--- config.mk ---
export PLATFORM = sky130hd
export DESIGN_NAME = ot_diode_ctrl
export DESIGN_NICKNAME = d
export VERILOG_FILES = /design/src/rtl/ot_diode_ctrl.sv
export SDC_FILE = /design/constraint.sdc
export NUM_CORES = 1
export LEC_CHECK = 0
export BUFFER_PORTS_ARGS = -buffer_cell sky130_fd_sc_hd__buf_2
export CORE_MARGIN = 4
export CORE_UTILIZATION = 52
export CTS_CLUSTER_SIZE = 30
export DETAILED_ROUTE_END_ITERATION = 10
export HOLD_SLACK_MARGIN = 0.12
export PLACE_DENSITY = 0.79
export SETUP_SLACK_MARGIN = 0.02
export SLEW_MARGIN = 40
export SYNTH_ARGS = -nofsm -noshare
export SYNTH_HDL_FRONTEND = slang
export SYNTH_SLANG_ARGS = --single-unit
--- constraint.sdc ---
create_clock -name clk -period 1.43 [get_ports clk]
set_input_delay 0.2145 -clock clk [delete_from_list [all_inputs] [get_ports clk]]
set_output_delay 0.2145 -clock clk [all_outputs]
set_load 0.05 [all_outputs]
--- src/rtl/ot_diode_ctrl.sv ---
module ot_diode_ctrl #(
  parameter int BLANK_CYC = 40
) (
  input  logic       clk,
  input  logic       rst_n,
  input  logic       shdn_i,
  input  logic       cmd_i,
  input  logic       neg_vds_i,
  input  logic       fwd_cur_i,
  output logic       gate_o,
  output logic [1:0] state_o
);
  localparam int CW = (BLANK_CYC < 2) ? 1 : $clog2(BLANK_CYC);
  localparam logic [CW-1:0] RELOAD = CW'(BLANK_CYC - 1);
  localparam logic [1:0] S_IDLE  = 2'd0;
  localparam logic [1:0] S_BLANK = 2'd1;
  localparam logic [1:0] S_WATCH = 2'd2;
  localparam logic [1:0] S_COND  = 2'd3;

  logic [1:0] shdn_q, neg_q, fwd_q;
  logic [2:0] cmd_q;
  logic       shdn_s, neg_s, fwd_s, fall_s;
  logic [1:0] st, st_n;
  logic [CW-1:0] cnt, cnt_n;

  always_ff @(posedge clk or negedge rst_n)
    if (!rst_n) begin
      shdn_q <= '0;
      neg_q  <= '0;
      fwd_q  <= '0;
      cmd_q  <= '0;
    end else begin
      shdn_q <= {shdn_q[0], shdn_i};
      neg_q  <= {neg_q[0], neg_vds_i};
      fwd_q  <= {fwd_q[0], fwd_cur_i};
      cmd_q  <= {cmd_q[1:0], cmd_i};
    end

  assign shdn_s = shdn_q[1];
  assign neg_s  = neg_q[1];
  assign fwd_s  = fwd_q[1];
  assign fall_s = cmd_q[2] & ~cmd_q[1];

  always_comb begin
    st_n  = st;
    cnt_n = cnt;
    if (!shdn_s) begin
      st_n  = S_IDLE;
      cnt_n = '0;
    end else if (fall_s) begin
      st_n  = S_BLANK;
      cnt_n = RELOAD;
    end else begin
      case (st)
        S_IDLE:  st_n = S_WATCH;
        S_BLANK: if (cnt == '0) st_n = S_WATCH;
                 else cnt_n = cnt - CW'(1);
        S_WATCH: if (neg_s) st_n = S_COND;
        default: if (fwd_s) st_n = S_WATCH;
      endcase
    end
  end

  always_ff @(posedge clk or negedge rst_n)
    if (!rst_n) begin
      st     <= S_IDLE;
      cnt    <= '0;
      gate_o <= 1'b0;
    end else begin
      st     <= st_n;
      cnt    <= cnt_n;
      gate_o <= (st_n == S_COND);
    end

  assign state_o = st;
endmodule


==> results of run 1 <==
routing by layer:
| metal | track usage (%) | up-vias |
|---|---|---|
| met5 | 0 | - |
| met4 | 5.42 | 0 |
| met3 | 2.44 | 0 |
| met2 | 22.9 | 6 |
| met1 | 19.6 | 239 |
| li1 | - | 243 |
metrics by stage:
stage	util, %	setup slack (ps)	total power (uW)
after CTS	71.4	10.6	976
after global routing	79.4	-28.1	1090
after detailed placement	64.9	-39.8	729
after global placement	64.9	14.1	725
final	79.4	41.1	1030
after floorplan	-	31.3	679
worst paths after layout:
kind                            slack [ps]  startpoint  cells after the start         end
worst max register to register          40      cnt[2]                      4      cnt[3]
worst max-delay path                    40      cnt[2]                      4      cnt[3]
worst min register to register         360    fwd_q[0]                      0    fwd_q[1]
worst min-delay path                   360    fwd_q[0]                      0    fwd_q[1]
max in group asynchronous              720       rst_n                      2  state_o[1]
min in group asynchronous              410       rst_n                      2    fwd_q[1]
area by class of cell:
class | count | share of cell area (%)
Inverter | 5 | 2.02
Clock buffer | 3 | 2.42
Tap cell | 14 | 1.88
Timing Repair Buffer | 18 | 13.7
Multi-Input combinational cell | 34 | 31.1
Sequential cell | 18 | 48.9
cell families after synthesis:
| family | count (synthesis) |
|---|---|
| AOI/OAI and AO/OA | 13 |
| xor gates and xnor gates | 2 |
| adders and majority gates | 1 |
| buffers and inverters | 5 |
| DFF | 18 |
| muxes | 1 |
| and+or+nand+nor | 17 |
power breakdown:
group | total [uW] | switching, uW | internal [uW]
clock | 231 | 133 | 97.6
combinational | 222 | 120 | 102
sequential | 576 | 34.0 | 542
total | 1030 | 287 | 741
layout by cell type (no fill, tap or decap):
cell / instances
nand2b_1: 1
a31oi_4: 1
nand2_1: 3
or3_4: 1
clkbuf_4: 3
ha_4: 1
nand2b_4: 1
a21oi_1: 7
dfrtp_1: 15
a31oi_1: 1
nor3_4: 1
buf_2: 8
nor2_1: 7
dfrtp_2: 3
dlygate4sd3_1: 5
nand3b_1: 1
a2111oi_2: 1
a31o_1: 1
nor3_2: 1
nor4b_4: 1
xnor2_1: 2
buf_4: 5
a311oi_2: 1
inv_2: 2
mux2i_1: 1
a311oi_1: 1
inv_1: 3
synthesized netlist by cell type, drive strengths merged:
| cell type | count | share of area (%) |
|---|---|---|
| dfrtp | 18 | 65 |
| a21oi | 7 | 5.1 |
| nor2 | 7 | 3.8 |
| inv | 5 | 2.7 |
| nand2 | 3 | 1.6 |
| a311oi | 2 | 3.4 |
| a31oi | 2 | 2.7 |
| nand2b | 2 | 1.8 |
| nor3 | 2 | 2.2 |
| xnor2 | 2 | 2.5 |
| a2111oi | 1 | 1.3 |
| a31o | 1 | 1.3 |
| ha | 1 | 1.8 |
| mux2i | 1 | 1.4 |
| nand3b | 1 | 1.1 |
| nor4b | 1 | 1.3 |
| or3 | 1 | 0.90 |
flip-flops by register name, summed over array words and instances (netlist names):
| name | cells |
|---|---|
| gate_o | 1 |
| cnt | 6 |
| shdn_q | 2 |
| fwd_q | 2 |
| cmd_q | 3 |
| state_o | 2 |
| neg_q | 2 |
worst max-delay path, cell delays in order (launching register included):
cell      delay [ps]
dfrtp_2          460
or3_4            380
a311oi_2         220
xnor2_1          170
nor2_1            60
repair_timing:
action,CTS,global route
gates resized for setup,2,13
setup buffers,0,4
endpoints found under the hold margin,22,0
hold buffers,5,0
pin swaps,0,1
setup endpoints to repair,3,5
==> flow_metrics.tcl, run 1 <==
set metrics [dict create \
    status "finished clean" \
    crit_path_end_kind "register" \
    drive_gt1_share_pct 38.5 \
    grt_setup_unrepaired "true" \
    die_x_um 44.5 \
    nFillCells 82 \
    avgRoutedWirePerCell_um 14.4 \
    dpl.cell_count 80 \
    synth_compound_area_share_pct 13.7 \
    clock-root-buffer "clkbuf_4" \
    yosys.area_share.adder_pct 1.81 \
    max_freq_ghz 0.720 \
    path_max_fanout 5 \
    grt_usage_pct 14.4 \
    nets 87 \
    die_area_um2 1980 \
    synthSimpleGateAreaFrac_pct 12.7 \
    grt_overflow 0 \
    clkLatencyLatePin_ps 280 \
    worst_pin_slew_ps 390 \
    synth-xor-area-share_pct 2.53 \
    die_y_um 44.5 \
    place.gp.congestion 0.876 \
    grt_pass1_vias 463 \
    min_path_type "reg2reg" \
    netlist_area_um2 692 \
    vdd_drop_max_mv 0.804 \
    coreArea_um2 1170 \
    cp.required_ps 1600 \
    start_kind "register" \
    wl_met1_um 624 \
    postLayoutCellArea_um2 930 \
    synthCells 57 \
    area_growth_pct 34.4 \
    routed.top_layer "met3" \
    multiInputGateArea_um2 289 \
    vias 488 \
    ys_warn_count 0 \
    dr_wl_met3_um 26 \
    detail_route.drc_violations 0 \
    synth_cell_type_count 20 \
    grt_max_degree 19 \
    io_buffer_count 8 \
    hold_viol_final 0 \
    period_minus_slack_ps 1390 \
    timing.hold.ws_ps 357 \
    firstDrtPassIters 4 \
    final_cells 92 \
    hpwlAfterDp_um 805 \
    seq_area_um2 454 \
    ant_nets 0 \
    avgSynthCellArea_um2 12.1 \
    drt_iter0_markers 8 \
    grt_pass1_wl_um 2040 \
    finalCritPeriodShare_pct 97.1 \
    io_pins 9 \
    fin_tns_setup_ps 0 \
    path_class "reg2reg" \
    cap_violations 0 \
    synthesis.nets 64 \
    setup_viol 0 \
    dr_wl_met2_um 675 \
    row_count 12 \
    routed_wirelength_um 1330 \
    place_area_um2 759 \
    start_util_pct 59.1 \
    drv_slew 0 \
    ys_seq_elements 18 \
    synthMuxAreaShare_pct 1.45 \
    maxSlewHeadroom_pct 74.0 \
    synth_top_family_by_area "compound AO/OA/AOI/OAI gates" \
    num_antenna_cells 0 \
    leakage_uw 0.000414 \
    cts.htree.levels 1 \
    cts_tree "built" \
    finClkSkew_ps 0.914 \
    clk_pin_slew_ps 90 \
    ys_seq_area_share_pct 65.1 \
    vias_per_cell 5.30 \
    cts_buffers 3 \
    antenna_found_initial 0 \
    power.density_nw_per_um2 1110 \
    clockBufferDepth 2 \
    cts_sinks 18 \
    critPathArrivalTime_ps 1560 \
]
Note: power is estimated with default switching activity, not from simulation.
==> run 2, diff against run 1 <==
--- a/config.mk
+++ b/config.mk
@@ -6,12 +6,12 @@
 export NUM_CORES = 1
 export LEC_CHECK = 0
 export BUFFER_PORTS_ARGS = -buffer_cell sky130_fd_sc_hd__buf_2
-export CORE_MARGIN = 4
 export CORE_UTILIZATION = 52
 export CTS_CLUSTER_SIZE = 30
 export DETAILED_ROUTE_END_ITERATION = 10
 export HOLD_SLACK_MARGIN = 0.12
-export PLACE_DENSITY = 0.79
+export PLACE_DENSITY = 0.78
+export REMOVE_ABC_BUFFERS = 1
 export SETUP_SLACK_MARGIN = 0.02
 export SLEW_MARGIN = 40
 export SYNTH_ARGS = -nofsm -noshare
==> run 2 against run 1 <==
Net effect:
- total power is 4.5% higher
- cell area is 4.2% lower
- global-route usage up 6.7 points
- utilization fell by 3.3 points
- worst setup slack worse by 29 ps
- clock power is 35% higher
- largest cell class unchanged
- via count up 2.0%
- sequential share of layout area is 1.8 points higher
- die area down 25%
- non-clock buffer count is 3 lower
- critical path depth did not move
==> flow_metrics.tcl, run 2 (synthesis gave the netlist of run 1 again) <==
set metrics [dict create \
    status "finished clean" \
    setup_viol 0 \
    timing.hold.ws_ps 357 \
    leakage_uw 0.000399 \
    hpwlAfterDp_um 839 \
    cap_violations 0 \
    grt_max_degree 19 \
    finalCritPeriodShare_pct 99.2 \
    avgRoutedWirePerCell_um 14.7 \
    nFillCells 82 \
    clkLatencyLatePin_ps 290 \
    die_x_um 38.5 \
    hold_viol_final 0 \
    start_kind "register" \
    critPathArrivalTime_ps 1610 \
    cts_tree "built" \
    drive_gt1_share_pct 31.6 \
    cts.htree.levels 1 \
    grt_setup_unrepaired "true" \
    period_minus_slack_ps 1420 \
    area_growth_pct 28.8 \
    routed_wirelength_um 1320 \
    grt_pass1_vias 466 \
    vdd_drop_max_mv 0.821 \
    layout_commonest_cell "dfrtp_1" \
    layout_setup_ws_ps 11.8 \
    grt_usage_pct 21.1 \
    io_pins 9 \
    min_path_type "reg2reg" \
    row_count 12 \
    detail_route.drc_violations 0 \
    crit_path_end_kind "register" \
    crit_chain "or3_1, a311oi_2, xnor2_1, nor2_1" \
    start_util_pct 59.1 \
    path_max_fanout 5 \
    dp_slack_ps -27.7 \
    antenna_found_initial 0 \
    clockBufferDepth 2 \
    reg_top3 "cnt x6, cmd_q x3" \
    worst_pin_slew_ps 394 \
    cts_buffers 3 \
    max_freq_ghz 0.705 \
    coreArea_um2 1170 \
    finClkSkew_ps 0.957 \
    grt_overflow 0 \
    most-common-layout-cells "17 x dfrtp_1, 8 x buf_2, 7 x nor2_1, 7 x a21oi_1, 5 x dlygate4sd3_1" \
    die_y_um 38.5 \
    maxSlewHeadroom_pct 73.7 \
    cp.required_ps 1620 \
    largest_reg_flops 6 \
    firstDrtPassIters 4 \
    die_area_um2 1480 \
    path_class "reg2reg" \
    drt_iter0_markers 8 \
    grt_pass1_wl_um 2020 \
    max_stage_delay_ps 460 \
    place.gp.congestion 0.767 \
    drv_slew 0 \
    vias_per_cell 5.53 \
    slowest_stage "dfrtp_2" \
    vias 498 \
    cts_setup_buffers 0 \
    clock-root-buffer "clkbuf_4" \
    num_antenna_cells 0 \
    ant_nets 0 \
    top_register "cnt" \
    power.density_nw_per_um2 1210 \
    io_buffer_count 8 \
    clk_pin_slew_ps 100 \
    nets 84 \
    cts_sinks 18 \
]
==> run 2: final timing paths <==
path	from	endpoint	slack, ps	depth (start not counted)
hold / removal	neg_q[0]	neg_q[1]	360	0
hold reg to reg	neg_q[0]	neg_q[1]	360	0
min in group asynchronous	rst_n	neg_q[0]	380	2
max in group asynchronous	rst_n	cnt[2]	750	2
setup reg to reg	cnt[2]	cnt[3]	10	4
setup / recovery	cnt[2]	cnt[3]	10	4
==> run 2: layout make-up <==
class / count / area (um2) / share of cell area, %
inverters: 5 / 18.8 / 2.11
multi-input cells: 34 / 262 / 29.4
repair buffers: 15 / 105 / 11.8
flip-flops and latches: 18 / 452 / 50.7
well taps: 14 / 17.5 / 1.97
clock buffers: 4 / 36.3 / 4.07
==> run 2: metrics by stage <==
step	area, um2	instances	TNS (ps)	power (uW)	util (%)
after floorplan	692	57	-256	678	-
after global placement	764	81	0	727	65.3
after detailed placement	764	81	-27.7	733	65.3
after CTS	855	90	0	1060	73.0
after global routing	891	90	-44.1	1130	76.1
final	891	90	0	1070	76.1
==> run 2: per-layer routing <==
| metal | global-route usage (%) | part of all wire, % |
|---|---|---|
| met1 | 27.0 | 42 |
| met2 | 33.5 | 52 |
| met3 | 5.23 | 4.2 |
| met4 | 10.3 | 1.3 |
| met5 | 0 | 0 |
==> run 2: repair_timing <==
action / 4_1_cts / 5_1_grt
endpoints found under the setup margin: 2 / 5
hold buffers: 5 / 0
resized for setup: 2 / 8
hold endpoints to repair: 22 / 0
==> run 2: report_power, final <==
group	switching, uW	internal, uW
combinational	115	79.7
sequential	28.0	541
clock	156	155
==> run 2: worst max-delay path: cells and delay by family (launching register included) <==
kind / cells / cell delay [ps]
and+or+nand+nor: 2 / 430
xor gates and xnor gates: 1 / 170
DFF: 1 / 460
AOI/OAI and AO/OA: 1 / 270
==> run 3, diff against run 2 <==
--- a/config.mk
+++ b/config.mk
@@ -6,11 +6,11 @@
 export NUM_CORES = 1
 export LEC_CHECK = 0
 export BUFFER_PORTS_ARGS = -buffer_cell sky130_fd_sc_hd__buf_2
-export CORE_UTILIZATION = 52
+export CORE_UTILIZATION = 28
 export CTS_CLUSTER_SIZE = 30
 export DETAILED_ROUTE_END_ITERATION = 10
-export HOLD_SLACK_MARGIN = 0.12
-export PLACE_DENSITY = 0.78
+export HOLD_SLACK_MARGIN = 0.15
+export PLACE_DENSITY = 0.5
 export REMOVE_ABC_BUFFERS = 1
 export SETUP_SLACK_MARGIN = 0.02
 export SLEW_MARGIN = 40
==> run 3 against run 2 <==
Net effect:
- cell count grew 16%
- sequential share of layout area fell by 0.91 points
- utilization decreased by 36 points
- critical path depth unchanged
- worst setup slack better by 39 ps
- non-clock buffer count increased by 1
==> flow_metrics.tcl, run 3 (synthesis gave the netlist of run 1 again) <==
set metrics [dict create \
    worst-path-buf-inv 0 \
    drt_iter0_markers 1 \
    hold_start "neg_q[0]" \
    crit_chain "or3_4, a311oi_2, xnor2_1, nor2_1" \
    reg2reg_depth 4 \
    area_growth_pct 31.1 \
    max_freq_ghz 0.725 \
    clkLatencyLatePin_ps 280 \
    dpl.cell_count 95 \
    cts_buffers 3 \
    start_util_pct 30.4 \
    timing.rr.end "cnt[3]" \
    dr_wl_met2_um 594 \
    leakage_uw 0.000399 \
    cts_sinks 18 \
    coreArea_um2 2280 \
    maxSlewHeadroom_pct 74.2 \
    reg_top3 "cnt x6, cmd_q x3" \
    power.density_nw_per_um2 1100 \
    finalCritPeriodShare_pct 96.4 \
    crit_path_end_kind "register" \
    wl_met1_um 518 \
    period_minus_slack_ps 1380 \
    largest_reg_flops 6 \
    vdd_drop_max_mv 0.595 \
    die_area_um2 2670 \
    grt_pass1_wl_um 2040 \
    die_x_um 51.7 \
    hpwlAfterDp_um 786 \
    avgRoutedWirePerCell_um 11.1 \
    drv_slew 0 \
    holdPathEnd "neg_q[1]" \
    routed.top_layer "met3" \
    timing.hold.ws_ps 359 \
    whs_path_depth 0 \
    row_count 17 \
    status "finished clean" \
    grt_usage_pct 10.6 \
    cts_tree "built" \
    clk_pin_slew_ps 90 \
    grt_pass1_vias 510 \
    slowest_stage "dfrtp_2" \
    layout_commonest_cell "dfrtp_1" \
    max_stage_delay_ps 460 \
    min_path_type "reg2reg" \
    worst_pin_slew_ps 382 \
    io_buffer_count 8 \
    layout_setup_ws_ps 50.8 \
    detail_route.drc_violations 0 \
    setup_viol 0 \
    path_delay_family "flip-flops" \
    nets 85 \
    dr_wl_met3_um 38 \
    grt_setup_unrepaired "true" \
    dp_slack_ps -19.8 \
    fin_tns_setup_ps 0 \
    die_y_um 51.7 \
    finClkSkew_ps 4.45 \
    firstDrtPassIters 4 \
    routed_wirelength_um 1150 \
    start_kind "register" \
    cp.required_ps 1610 \
    vias_per_cell 4.67 \
    clockBufferDepth 2 \
    r2r-start "cnt[2]" \
    top_register "cnt" \
    grt_overflow 0 \
    rrSetupSlack_ps 50 \
    final_util_pct 39.9 \
    grt_max_degree 19 \
    antenna_found_initial 0 \
    vias 486 \
    final_cells 104 \
    cts.htree.levels 1 \
    ant_nets 0 \
    most-common-layout-cells "17 x dfrtp_1, 8 x buf_2, 7 x nor2_1, 7 x a21oi_1, 5 x dlygate4sd3_1" \
    place.gp.congestion 0.725 \
    critPathArrivalTime_ps 1560 \
    clock-root-buffer "clkbuf_4" \
    drive_gt1_share_pct 31.6 \
    path_max_fanout 5 \
    cap_violations 0 \
    path_class "reg2reg" \
    hold_viol_final 0 \
    num_antenna_cells 0 \
    io_pins 9 \
]
-- run 3: cell count changes in the layout (fill, tap and decap cells not counted) --
cell	before	now
buf_4	2	3
clkbuf_8	1	0
nor3_2	2	1
nor3_4	0	1
nor4b_1	0	1
nor4b_2	1	0
or3_1	1	0
or3_4	0	1
-- run 3: through the flow --
stage / power [uW] / cell area [um2]
finish: 1000 / 907
detailed placement: 731 / 782
global placement: 731 / 782
global route: 1060 / 907
CTS: 981 / 858
floorplan: 678 / 692
-- run 3: per-layer routing --
metal | global-route usage, % | vias up
li1 | - | 239
met3 | 2.63 | 0
met1 | 12.1 | 235
met5 | 0 | -
met2 | 18.2 | 12
met4 | 5.41 | 0
-- run 3: worst reg2reg max path: stages (launching register included) --
cell      delay [ps]
dfrtp_2          460
or3_4            380
a311oi_2         230
xnor2_1          150
nor2_1            50
-- run 3: worst max-delay path by stage --
stage	end	cells past startpoint	from
detailed placement	cnt[2]	6	cnt[0]
floorplan	cnt[5]	4	state_o[0]
global route	cnt[5]	4	state_o[0]
global placement	cnt[2]	6	cnt[0]
finish	cnt[3]	4	cnt[2]
CTS	cnt[4]	6	cnt[0]
-- run 3: power by group --
part	total [uW]	internal (uW)	switching (uW)	leakage, uW
Clock	233	97.6	135	0.0000138
Sequential	569	541	28.0	0.000223
Combinational	199	88.7	111	0.000162
Total	1000	727	274	0.000399
-- run 3: what timing repair did --
item | CTS | global route
pin swaps | 0 | 0
endpoints found under the hold margin | 22 | 0
gates resized for setup | 2 | 9
hold buffers | 5 | 0
endpoints found under the setup margin | 3 | 7
setup buffers | 0 | 1
-- run 3: layout make-up --
cell class / count / area, um2
Sequential cell: 18 / 452
Multi-Input combinational cell: 34 / 267
Clock buffer: 3 / 22.5
Timing Repair Buffer: 16 / 113
Tap cell: 28 / 35.0
Fill cell: 208 / 1370
Inverter: 5 / 18.8
